$ cat config.mk
export PLATFORM = sky130hd
export DESIGN_NAME = txbd_walker
export DESIGN_NICKNAME = d
export VERILOG_FILES = /design/src/rtl/txbd_pkg.sv /design/src/rtl/txbd_ring_addr.sv /design/src/rtl/txbd_byte_pipe.sv /design/src/rtl/txbd_ctrl.sv /design/src/rtl/txbd_walker.sv
export SDC_FILE = /design/constraint.sdc
export NUM_CORES = 1
export LEC_CHECK = 0
export BUFFER_PORTS_ARGS = -buffer_cell sky130_fd_sc_hd__buf_2
export CAP_MARGIN = 25
export CELL_PAD_IN_SITES_DETAIL_PLACEMENT = 0
export CELL_PAD_IN_SITES_GLOBAL_PLACEMENT = 1
export CORE_MARGIN = 10
export CORE_UTILIZATION = 32
export DETAILED_ROUTE_END_ITERATION = 8
export PLACE_DENSITY = 0.82
export SLEW_MARGIN = 20
export SYNTH_ARGS = -nofsm -noshare
export SYNTH_HDL_FRONTEND = slang
export SYNTH_HIERARCHICAL = 1
export SYNTH_SLANG_ARGS = --single-unit
$ cat constraint.sdc
create_clock -name clk -period 2.7 [get_ports clk]
set_clock_uncertainty 0.2 [all_clocks]
set_input_delay 0.405 -clock clk [delete_from_list [all_inputs] [get_ports clk]]
set_output_delay 0.405 -clock clk [all_outputs]
set_load 0.01 [all_outputs]
$ cat src/rtl/txbd_pkg.sv
`timescale 1ns/1ps
package txbd_pkg;
  localparam int TXBD_AW      = 32;
  localparam int TXBD_LW      = 16;
  localparam int TXBD_SW      = 16;
  localparam int TXBD_DESC_W  = TXBD_SW + TXBD_LW + TXBD_AW;
  localparam int ST_OWN       = 15;
  localparam int ST_WRAP      = 13;
  localparam int ST_LAST      = 11;
  localparam int ST_TXCRC     = 10;
  localparam int ST_BADCRC    = 9;

  typedef enum logic [2:0] {
    W_IDLE,
    W_FETCH,
    W_CHECK,
    W_BREQ,
    W_STREAM,
    W_WBACK
  } walk_state_e;

  typedef struct packed {
    logic [TXBD_SW-1:0] status;
    logic [TXBD_LW-1:0] len;
    logic [TXBD_AW-1:0] ptr;
  } txbd_desc_t;
endpackage

$ cat src/rtl/txbd_ring_addr.sv
`timescale 1ns/1ps
module txbd_ring_addr #(
  parameter int AW        = 32,
  parameter int IDX_W     = 12,
  parameter int ALIGN_LSB = 4,
  parameter int SLOT_LSB  = 3
) (
  input  logic          clk,
  input  logic          rst_n,
  input  logic [AW-1:0] base_i,
  input  logic          adv_i,
  input  logic          wrap_i,
  output logic [AW-1:0] desc_addr_o
);
  localparam int OFF_W = IDX_W + SLOT_LSB;

  logic [IDX_W-1:0] idx_q, idx_d;
  logic [AW-1:0]    base_al;
  logic [AW-1:0]    offs;

  always_comb begin
    idx_d = idx_q;
    if (adv_i) begin
      idx_d = wrap_i ? '0 : idx_q + 1'b1;
    end
  end

  always_ff @(posedge clk or negedge rst_n) begin
    if (!rst_n) begin
      idx_q <= '0;
    end else if (adv_i) begin
      idx_q <= idx_d;
    end
  end

  assign base_al     = {base_i[AW-1:ALIGN_LSB], {ALIGN_LSB{1'b0}}};
  assign offs        = AW'({idx_q, {SLOT_LSB{1'b0}}});
  assign desc_addr_o = base_al + offs;
endmodule

$ cat src/rtl/txbd_byte_pipe.sv
`timescale 1ns/1ps
module txbd_byte_pipe #(
  parameter int LW = 16,
  parameter int BW = 8
) (
  input  logic          clk,
  input  logic          rst_n,
  input  logic          en_i,
  input  logic [LW-1:0] len_i,
  input  logic          tag_last_i,
  input  logic          tag_crc_i,
  input  logic          tag_bad_i,
  input  logic          src_valid_i,
  input  logic [BW-1:0] src_data_i,
  output logic          src_ready_o,
  input  logic          tx_ready_i,
  output logic          tx_valid_o,
  output logic [BW-1:0] tx_data_o,
  output logic          tx_end_o,
  output logic          tx_frame_last_o,
  output logic          tx_add_crc_o,
  output logic          tx_bad_crc_o,
  output logic          done_o
);
  logic [LW-1:0] cnt_q, cnt_d;
  logic          beat;
  logic          at_final;

  assign beat     = en_i & src_valid_i & tx_ready_i;
  assign at_final = (cnt_q == (len_i - 1'b1));

  always_comb begin
    cnt_d = cnt_q;
    if (!en_i) begin
      cnt_d = '0;
    end else if (beat) begin
      cnt_d = cnt_q + 1'b1;
    end
  end

  always_ff @(posedge clk or negedge rst_n) begin
    if (!rst_n) begin
      cnt_q <= '0;
    end else begin
      cnt_q <= cnt_d;
    end
  end

  assign src_ready_o     = en_i & tx_ready_i;
  assign tx_valid_o      = en_i & src_valid_i;
  assign tx_data_o       = src_data_i;
  assign tx_end_o        = tx_valid_o & at_final;
  assign tx_frame_last_o = tx_end_o & tag_last_i;
  assign tx_add_crc_o    = tx_end_o & tag_crc_i;
  assign tx_bad_crc_o    = tx_end_o & tag_bad_i;
  assign done_o          = beat & at_final;
endmodule

$ cat src/rtl/txbd_ctrl.sv
`timescale 1ns/1ps
module txbd_ctrl
  import txbd_pkg::*;
(
  input  logic       clk,
  input  logic       rst_n,
  input  logic       db_hit_i,
  input  logic       rd_ack_i,
  input  txbd_desc_t rd_desc_i,
  input  logic       buf_ready_i,
  input  logic       pipe_done_i,
  input  logic       wr_ack_i,
  output logic       rd_req_o,
  output logic       buf_valid_o,
  output logic       stream_en_o,
  output logic       wr_req_o,
  output logic       adv_o,
  output txbd_desc_t desc_o
);
  walk_state_e st_q, st_d;
  logic        pend_q, pend_d;
  txbd_desc_t  desc_q;
  logic        desc_en;

  always_comb begin
    st_d    = st_q;
    desc_en = 1'b0;
    adv_o   = 1'b0;
    case (st_q)
      W_IDLE: begin
        if (db_hit_i) st_d = W_FETCH;
      end
      W_FETCH: begin
        if (rd_ack_i) begin
          desc_en = 1'b1;
          st_d    = W_CHECK;
        end
      end
      W_CHECK: begin
        if (!desc_q.status[ST_OWN]) begin
          st_d = (pend_q | db_hit_i) ? W_FETCH : W_IDLE;
        end else if (desc_q.len == '0) begin
          st_d = W_WBACK;
        end else begin
          st_d = W_BREQ;
        end
      end
      W_BREQ: begin
        if (buf_ready_i) st_d = W_STREAM;
      end
      W_STREAM: begin
        if (pipe_done_i) st_d = W_WBACK;
      end
      W_WBACK: begin
        if (wr_ack_i) begin
          adv_o = 1'b1;
          st_d  = W_FETCH;
        end
      end
      default: st_d = W_IDLE;
    endcase
  end

  always_comb begin
    pend_d = pend_q;
    if (db_hit_i) begin
      pend_d = 1'b1;
    end else if ((st_q == W_FETCH) && rd_ack_i) begin
      pend_d = 1'b0;
    end
  end

  always_ff @(posedge clk or negedge rst_n) begin
    if (!rst_n) begin
      st_q   <= W_IDLE;
      pend_q <= 1'b0;
    end else begin
      st_q   <= st_d;
      pend_q <= pend_d;
    end
  end

  always_ff @(posedge clk or negedge rst_n) begin
    if (!rst_n) begin
      desc_q <= '0;
    end else if (desc_en) begin
      desc_q <= rd_desc_i;
    end
  end

  assign rd_req_o    = (st_q == W_FETCH);
  assign buf_valid_o = (st_q == W_BREQ);
  assign stream_en_o = (st_q == W_STREAM);
  assign wr_req_o    = (st_q == W_WBACK);
  assign desc_o      = desc_q;
endmodule

$ cat src/rtl/txbd_walker.sv
`timescale 1ns/1ps
module txbd_walker
  import txbd_pkg::*;
#(
  parameter int IDX_W  = 12,
  parameter int DB_W   = 32,
  parameter int DB_BIT = 24
) (
  input  logic                   clk,
  input  logic                   rst_n,
  input  logic [TXBD_AW-1:0]     ring_base_i,
  input  logic                   db_we_i,
  input  logic [DB_W-1:0]        db_wdata_i,
  output logic                   dfetch_req_o,
  output logic [TXBD_AW-1:0]     dfetch_addr_o,
  input  logic                   dfetch_ack_i,
  input  logic [TXBD_DESC_W-1:0] dfetch_data_i,
  output logic                   bufrd_valid_o,
  input  logic                   bufrd_ready_i,
  output logic [TXBD_AW-1:0]     bufrd_addr_o,
  output logic [TXBD_LW-1:0]     bufrd_len_o,
  input  logic                   src_valid_i,
  input  logic [7:0]             src_data_i,
  output logic                   src_ready_o,
  output logic                   tx_valid_o,
  input  logic                   tx_ready_i,
  output logic [7:0]             tx_data_o,
  output logic                   tx_end_o,
  output logic                   tx_frame_last_o,
  output logic                   tx_add_crc_o,
  output logic                   tx_bad_crc_o,
  output logic                   swb_req_o,
  output logic [TXBD_AW-1:0]     swb_addr_o,
  output logic [TXBD_SW-1:0]     swb_data_o,
  input  logic                   swb_ack_i
);
  logic          db_hit;
  logic          adv;
  logic          stream_en;
  logic          pipe_done;
  logic [TXBD_AW-1:0] desc_addr;
  txbd_desc_t    cur;
  txbd_desc_t    fetched;

  assign db_hit  = db_we_i & db_wdata_i[DB_BIT];
  assign fetched = txbd_desc_t'(dfetch_data_i);

  txbd_ctrl u_ctrl (
    .clk         (clk),
    .rst_n       (rst_n),
    .db_hit_i    (db_hit),
    .rd_ack_i    (dfetch_ack_i),
    .rd_desc_i   (fetched),
    .buf_ready_i (bufrd_ready_i),
    .pipe_done_i (pipe_done),
    .wr_ack_i    (swb_ack_i),
    .rd_req_o    (dfetch_req_o),
    .buf_valid_o (bufrd_valid_o),
    .stream_en_o (stream_en),
    .wr_req_o    (swb_req_o),
    .adv_o       (adv),
    .desc_o      (cur)
  );

  txbd_ring_addr #(
    .AW    (TXBD_AW),
    .IDX_W (IDX_W)
  ) u_addr (
    .clk         (clk),
    .rst_n       (rst_n),
    .base_i      (ring_base_i),
    .adv_i       (adv),
    .wrap_i      (cur.status[ST_WRAP]),
    .desc_addr_o (desc_addr)
  );

  txbd_byte_pipe #(
    .LW (TXBD_LW),
    .BW (8)
  ) u_pipe (
    .clk             (clk),
    .rst_n           (rst_n),
    .en_i            (stream_en),
    .len_i           (cur.len),
    .tag_last_i      (cur.status[ST_LAST]),
    .tag_crc_i       (cur.status[ST_TXCRC]),
    .tag_bad_i       (cur.status[ST_BADCRC]),
    .src_valid_i     (src_valid_i),
    .src_data_i      (src_data_i),
    .src_ready_o     (src_ready_o),
    .tx_ready_i      (tx_ready_i),
    .tx_valid_o      (tx_valid_o),
    .tx_data_o       (tx_data_o),
    .tx_end_o        (tx_end_o),
    .tx_frame_last_o (tx_frame_last_o),
    .tx_add_crc_o    (tx_add_crc_o),
    .tx_bad_crc_o    (tx_bad_crc_o),
    .done_o          (pipe_done)
  );

  assign dfetch_addr_o = desc_addr;
  assign swb_addr_o    = desc_addr;
  assign bufrd_addr_o  = cur.ptr;
  assign bufrd_len_o   = cur.len;

  always_comb begin
    swb_data_o         = cur.status;
    swb_data_o[ST_OWN] = 1'b0;
  end
endmodule

## Yosys cells after proc, flatten, opt, wreduce, memory -nomap -nowiden

Index checks and enable logic that the tools add are counted.
W data, S select, Z words.

| cells by class | value |
|---|---|
| reduce and logical (&&, ||, !) cells | 5 |
| bitwise operators | 10 |
| equal/unequal tests | 12 |
| add/sub/neg operators | 4 |
| divide/modulo/power cells | 0 |
| shift-type cells | 0 |
| $lt $le $gt $ge | 0 |
| multipliers | 0 |
| mux-type cells | 18 |

Operator list:

| cell | number |
|---|---|
| $add A32 B15 Y32 | 1 |
| $mux W16 | 2 |
| $mux W3 | 7 |
| $pmux W3 S6 | 1 |
| $add A16 B1 Y16 const B | 1 |
| $eq A16 B16 Y1 | 1 |
| $logic_not A16 Y1 | 1 |
| $sub A16 B1 Y16 const B | 1 |
| $add A12 B1 Y12 const B | 1 |
| $mux W12 | 1 |
| $and A1 B1 Y1 | 9 |
| $ne A2 B1 Y1 const B | 4 |
| $mux W1 | 7 |
| $eq A3 B2 Y1 const B | 2 |
| $eq A3 B3 Y1 const B | 2 |
| $reduce_and A5 Y1 | 1 |
| $ne A2 B2 Y1 const B | 2 |
| $eq A3 B1 Y1 const B | 1 |
| $logic_not A3 Y1 | 1 |
| $reduce_bool A2 Y1 | 1 |
| $logic_and A1 B1 Y1 | 1 |
| $or A1 B1 Y1 | 1 |

| storage, ports and cells | value |
|---|---|
| flip-flop bits (word level) | 96 |
| memory bits (read-only) | 0 |
| RAM bits | 0 |
| input port bits | 144 |
| word-level logic and storage cells | 56 |
| bits in latches | 0 |
| memories | 0 |

## Longest topological paths before layout

| depth | value |
|---|---|
| depth in word-level cells | 6 |
| mapped depth | 11 |

## Modules after synthesis

Netlist, hierarchy kept.

By module, submodules not included:

| module | seq. area each (um^2) | cells an instance | area each (um^2) | instances |
|---|---|---|---|---|
| txbd_ctrl | 1,701.6 | 175 | 2,985.4 | 1 |
| txbd_ring_addr | 300.3 | 261 | 1,934.4 | 1 |
| txbd_byte_pipe | 400.4 | 179 | 1,476.4 | 1 |
| txbd_walker | 0.0 | 35 | 257.7 | 1 |

## Least setup slack after synthesis

OpenSTA, ideal clock, no wires.

| path | value |
|---|---|
| path type | input port to output port |
| start point | input ring_base_i[9] |
| end point | output swb_addr_o[30] |
| path slack | -0.337 ns |
| arrival | 2.432 ns |
| cell stages on the path | 8 |
| data required time | 2.095 ns |
| path through | ha_1 > clkbuf_2 > nand3_1 > o211a_1 > o211a_1 > buf_2 > o311ai_0 > buf_4 |

| between the ends | value |
|---|---|
| longest elaborated chain between the ends | 1 |

Ends and longest elaborated chain:

| what | RTL line | text |
|---|---|---|
| from (decl) | txbd_walker.sv:11 | `input logic [TXBD_AW-1:0] ring_base_i,` |
| $add A32 B15 Y32 | txbd_ring_addr.sv:38 | `assign desc_addr_o = base_al + offs;` |
| to (decl) | txbd_walker.sv:33 | `output logic [TXBD_AW-1:0] swb_addr_o,` |

Every way passes these cells.

## Worst setup path after layout

| path | value |
|---|---|
| start point | register u_ctrl.desc_q (netlist bit u_ctrl/desc_o[33]) |
| end point | output tx_frame_last_o |

| between the ends | value |
|---|---|
| longest elaborated chain between the ends | 4 |

Ends and longest elaborated chain:

| what | RTL line | text |
|---|---|---|
| from (decl) | txbd_ctrl.sv:22 | `txbd_desc_t desc_q;` |
| from (signal assigned) | txbd_ctrl.sv:87 | `desc_q <= rd_desc_i;` |
| $sub A16 B1 Y16 | txbd_byte_pipe.sv:30 | `assign at_final = (cnt_q == (len_i - 1'b1));` |
| $eq A16 B16 Y1 | txbd_byte_pipe.sv:30 |  |
| $and A1 B1 Y1 | txbd_byte_pipe.sv:52 | `assign tx_end_o = tx_valid_o & at_final;` |
| $and A1 B1 Y1 | txbd_byte_pipe.sv:53 | `assign tx_frame_last_o = tx_end_o & tag_last_i;` |
| to (decl) | txbd_walker.sv:29 | `output logic tx_frame_last_o,` |

Every way passes these cells.

==> Flow_metrics.wiki <==
{| class="wikitable"
! Metric !! Value
|-
| Maximum vdd drop || 0.483 mV
|-
| Max-slew headroom at the worst pin || 0.589
|-
| Uppermost layer routed || met4
|-
| Post-detailed-placement cell area || 0.00835 mm²
|-
| Final GP Congestion || 0.856
|-
| Met2 WL || 11000 µm
|-
| Vias per cell || 5.05
|-
| Seq/Total Area, Yosys || 0.361
|-
| WHS Endpoint || u_ctrl/desc_o[55]
|-
| Final HPWL DP || 15700 µm
|-
| Total gr overflow || 0
|-
| Number of instances in the synthesized netlist || 650
|-
| P_leak || 4.49 nW
|-
| Cells on Worst Hold Path || 2
|-
| Net count, final || 1085
|-
| First-pass GRT wire length || 31600 µm
|-
| Top-level port count || 289
|-
| Post-route setup slack || -0.557 ns
|-
| Number of sinks driven by the clock tree || 96
|-
| Routed WL per cell || 17.7 µm
|-
| Type of the worst setup path || register to output port
|-
| Startpoint of the worst-slack reg-to-reg timing path || u_ctrl/desc_o[33]
|-
| Count of synthesis-stage warnings from yosys || 6
|-
| Crit share post-route || 1.21
|-
| Initial DRT Pass Iterations || 5
|-
| Setup repair after global routing missed its margin || yes
|-
| Hold WC Path Type || input port to register
|-
| Antenna violations before repair || 0
|-
| Synthesis-to-layout area growth || 45.0%
|-
| Total via count in the routed design || 6069
|-
| Synthesized area || 0.00665 mm²
|-
| Depth of the worst register-to-register path || 11
|-
| Initial standard-cell utilization of the core || 0.327
|-
| Worst-Skew Late Latency || about 0.36 ns
|-
| Slew at the pin with the worst max-slew slack || 0.616 ns
|-
| Number of DRC violations after detailed-routing iteration 0 || 291
|-
| Leading register cell type out of synthesis || sky130_fd_sc_hd__dfrtp_1
|-
| Wire length on met3 || 1510 µm
|-
| Mean Syn Cell Area || 10.2 µm²
|-
| Post-synth EDFFs || 0
|-
| Flop-to-flop setup slack || -0.28 ns
|-
| Final Max Tran Viols || 0
|-
| Sum of routed wire segments on met1 || around 8300 µm
|-
| Rows || 52
|-
| Ant. Diodes || 0
|-
| Worst setup SP type || register
|-
| Final cell area excluding filler cells || 0.00965 mm²
|-
| Antenna Nets Post-Route || 0
|-
| Final critical delay including setup and external delays || approximately 3.3 ns
|-
| Height of the die || 164 µm
|-
| Number of buffers on the longest clock path || 2
|-
| Total die area || ~0.027 mm²
|-
| Root buf cell || sky130_fd_sc_hd__clkbuf_16
|-
| Clock-pin slew on the worst setup and hold paths || 0.08 ns
|-
| All-Layer GR Usage || 0.145
|-
| Setup_tns || -20.31 ns
|-
| Pin count of the biggest net entering global routing || 54
|-
| Total DRC errors in the routed layout || 0
|-
| Async set-reset flop share out of synthesis || 1.00
|-
| CP Data Arrival Time || between 2 and 3 ns
|-
| Fin Hold WS || 0.0677 ns
|-
| Achievable clock frequency || 307 MHz
|-
| TritonCTS buffer count || 9
|-
| Share of cells above drive strength 1 || 0.552
|-
| Crit path max fanout || 4
|-
| Count of maximum capacitance violations || 0
|-
| Type of destination of the critical path || output port
|-
| Setup violations, final || 51
|-
| Startpoint of the worst hold path || dfetch_data_i[55]
|-
| Vias in the first global route || just over 6000
|-
| Violations in the final reports || negative setup slack
|-
| Yosys cell types || 72
|-
| Die Wd || ~160 µm
|-
| # H-tree levels || 3
|-
| Core area || 0.0204 mm²
|-
| Total count of hold-check failures in the final report || 0
|-
| Wire length after detailed routing || 21300 µm
|-
| Synth Register Bits || 96
|-
| CP Data Required Time || 2.10 ns
|-
| Worst flop-to-flop path endpoint || u_ctrl/st_q[0]
|-
| Run status || complete, but fails checks
|-
| TritonCTS clock tree || yes
|-
| Power per cell area || 850 mW/mm²
|-
| Number of port buffers || 230
|}
==> repair_timing <==
action | in CTS | in global routing
buffers inserted | 14 | 13
resized for setup | 88 | 45
hold buffers | 1 | 0
cloned | 1 | 0
endpoints found under the hold margin | 43 | 0
pin swaps | 35 | 22
setup endpoints to repair | 49 | 51
==> cell families after synthesis <==
logic type | Yosys count | share of synthesized area
buf+inv | 101 | 0.104
simple gates | 224 | 0.190
flops | 96 | 0.361
compound gates | 97 | 0.109
other cells | 2 | 0.00113
fa+ha+maj | 15 | 0.0293
mux | 70 | 0.146
xor+xnor | 45 | 0.0592
==> cell type report <==
cell class,count,area [µm²]
clock inverter,7,81.3
timing repair buffer,343,2270
inverter,20,75.1
tap,270,338
fill,1890,10700
multi-input combinational,456,4260
clock buffer,9,225
sequential,96,2400
==> cell usage after synthesis (all sizes together), types with 5 or more instances <==
| cell | count | area share |
|---|---|---|
| nand3 | 34 | 0.026 |
| nand2 | 34 | 0.019 |
| nor4 | 18 | 0.020 |
| and3 | 20 | 0.019 |
| dfrtp | 96 | 0.36 |
| o21ai | 16 | 0.012 |
| a211oi | 5 | 0.0056 |
| and2 | 18 | 0.018 |
| clkbuf | 21 | 0.012 |
| xnor2 | 29 | 0.038 |
| a21oi | 13 | 0.0098 |
| nor3 | 18 | 0.014 |
| ha | 14 | 0.026 |
| o211ai | 5 | 0.0056 |
| buf | 60 | 0.081 |
| mux2 | 67 | 0.14 |
| o2111ai | 9 | 0.012 |
| inv | 20 | 0.011 |
| nand4 | 14 | 0.013 |
| nor2 | 31 | 0.017 |
| and4 | 6 | 0.0079 |
| xor2 | 16 | 0.021 |
==> registers in the layout, summed over array words and instances, names as in the netlist <==
register,count
u_ctrl/desc_o,64
u_ctrl/st_q,3
u_pipe/cnt_q,16
u_addr/idx_q,12
u_ctrl/pend_q,1
==> where the power goes <==
group	leakage (nW)	internal, mW	switching, mW
Sequential	1.18	1.99	0.440
Combinational	3.16	2.40	2.03
Clock	0.150	0.665	0.671
==> cells in the final DEF (no fill, tap or decap), types with 7 or more instances in the layout <==
master	synthesis	final
sky130_fd_sc_hd__nand2_1	34	34
sky130_fd_sc_hd__nor4_2	1	7
sky130_fd_sc_hd__buf_2	3	207
sky130_fd_sc_hd__and2_1	15	15
sky130_fd_sc_hd__mux2_4	49	49
sky130_fd_sc_hd__nor2_1	31	29
sky130_fd_sc_hd__nand3_1	34	23
sky130_fd_sc_hd__nand4_1	14	14
sky130_fd_sc_hd__mux2_2	18	18
sky130_fd_sc_hd__o21ai_0	16	11
sky130_fd_sc_hd__inv_1	20	19
sky130_fd_sc_hd__buf_4	46	91
sky130_fd_sc_hd__a21oi_1	13	8
sky130_fd_sc_hd__clkbuf_16	0	9
sky130_fd_sc_hd__nor4_1	16	10
sky130_fd_sc_hd__xor2_1	16	16
sky130_fd_sc_hd__and3_1	20	15
sky130_fd_sc_hd__nor3_1	18	17
sky130_fd_sc_hd__dfrtp_1	96	96
sky130_fd_sc_hd__xnor2_1	29	21
sky130_fd_sc_hd__ha_1	14	7
sky130_fd_sc_hd__buf_6	5	39
==> worst max path at each step <==
stage	start	end	cells past startpoint	slack, ns
4_1_cts	u_ctrl/desc_o[33]	tx_frame_last_o	11	-0.48
6_report	u_ctrl/desc_o[33]	tx_frame_last_o	9	-0.56
5_1_grt	u_ctrl/desc_o[32]	tx_frame_last_o	11	-0.64
2_1_floorplan	u_addr/idx_q[5]	swb_addr_o[23]	9	-0.15
3_5_place_dp	ring_base_i[4]	dfetch_addr_o[26]	9	-0.34
3_3_place_gp	ring_base_i[4]	dfetch_addr_o[26]	9	-0.34
==> stage by stage <==
step	utilization	power, mW	worst slack [ns]	std cells
6_report	0.474	8.20	-0.557	1201
5_1_grt	0.474	8.73	-0.641	1201
4_1_cts	0.455	8.07	-0.482	1189
3_5_place_dp	0.410	6.42	-0.337	1158
3_3_place_gp	0.410	6.35	-0.337	1158
2_1_floorplan	-	4.96	-0.146	652
==> per-layer routing <==
metal  global-route usage  vias up
li1                     -     2896
met1                0.163     2936
met2                0.259      211
met3               0.0416       26
met4               0.0475        0
met5                    0        -
==> critical path, stage by stage (launching register included) <==
cell and delay [ns]:
sky130_fd_sc_hd__dfrtp_1 0.43, sky130_fd_sc_hd__or4_4 0.60, sky130_fd_sc_hd__buf_4 0.17, sky130_fd_sc_hd__nor2_4 0.13, sky130_fd_sc_hd__o21ai_2 0.09, sky130_fd_sc_hd__o31ai_2 0.31, sky130_fd_sc_hd__a2111oi_4 0.12, sky130_fd_sc_hd__buf_4 0.16
sky130_fd_sc_hd__and3_4 0.18, sky130_fd_sc_hd__buf_6 0.12
Power figures use the tool's default switching activity.
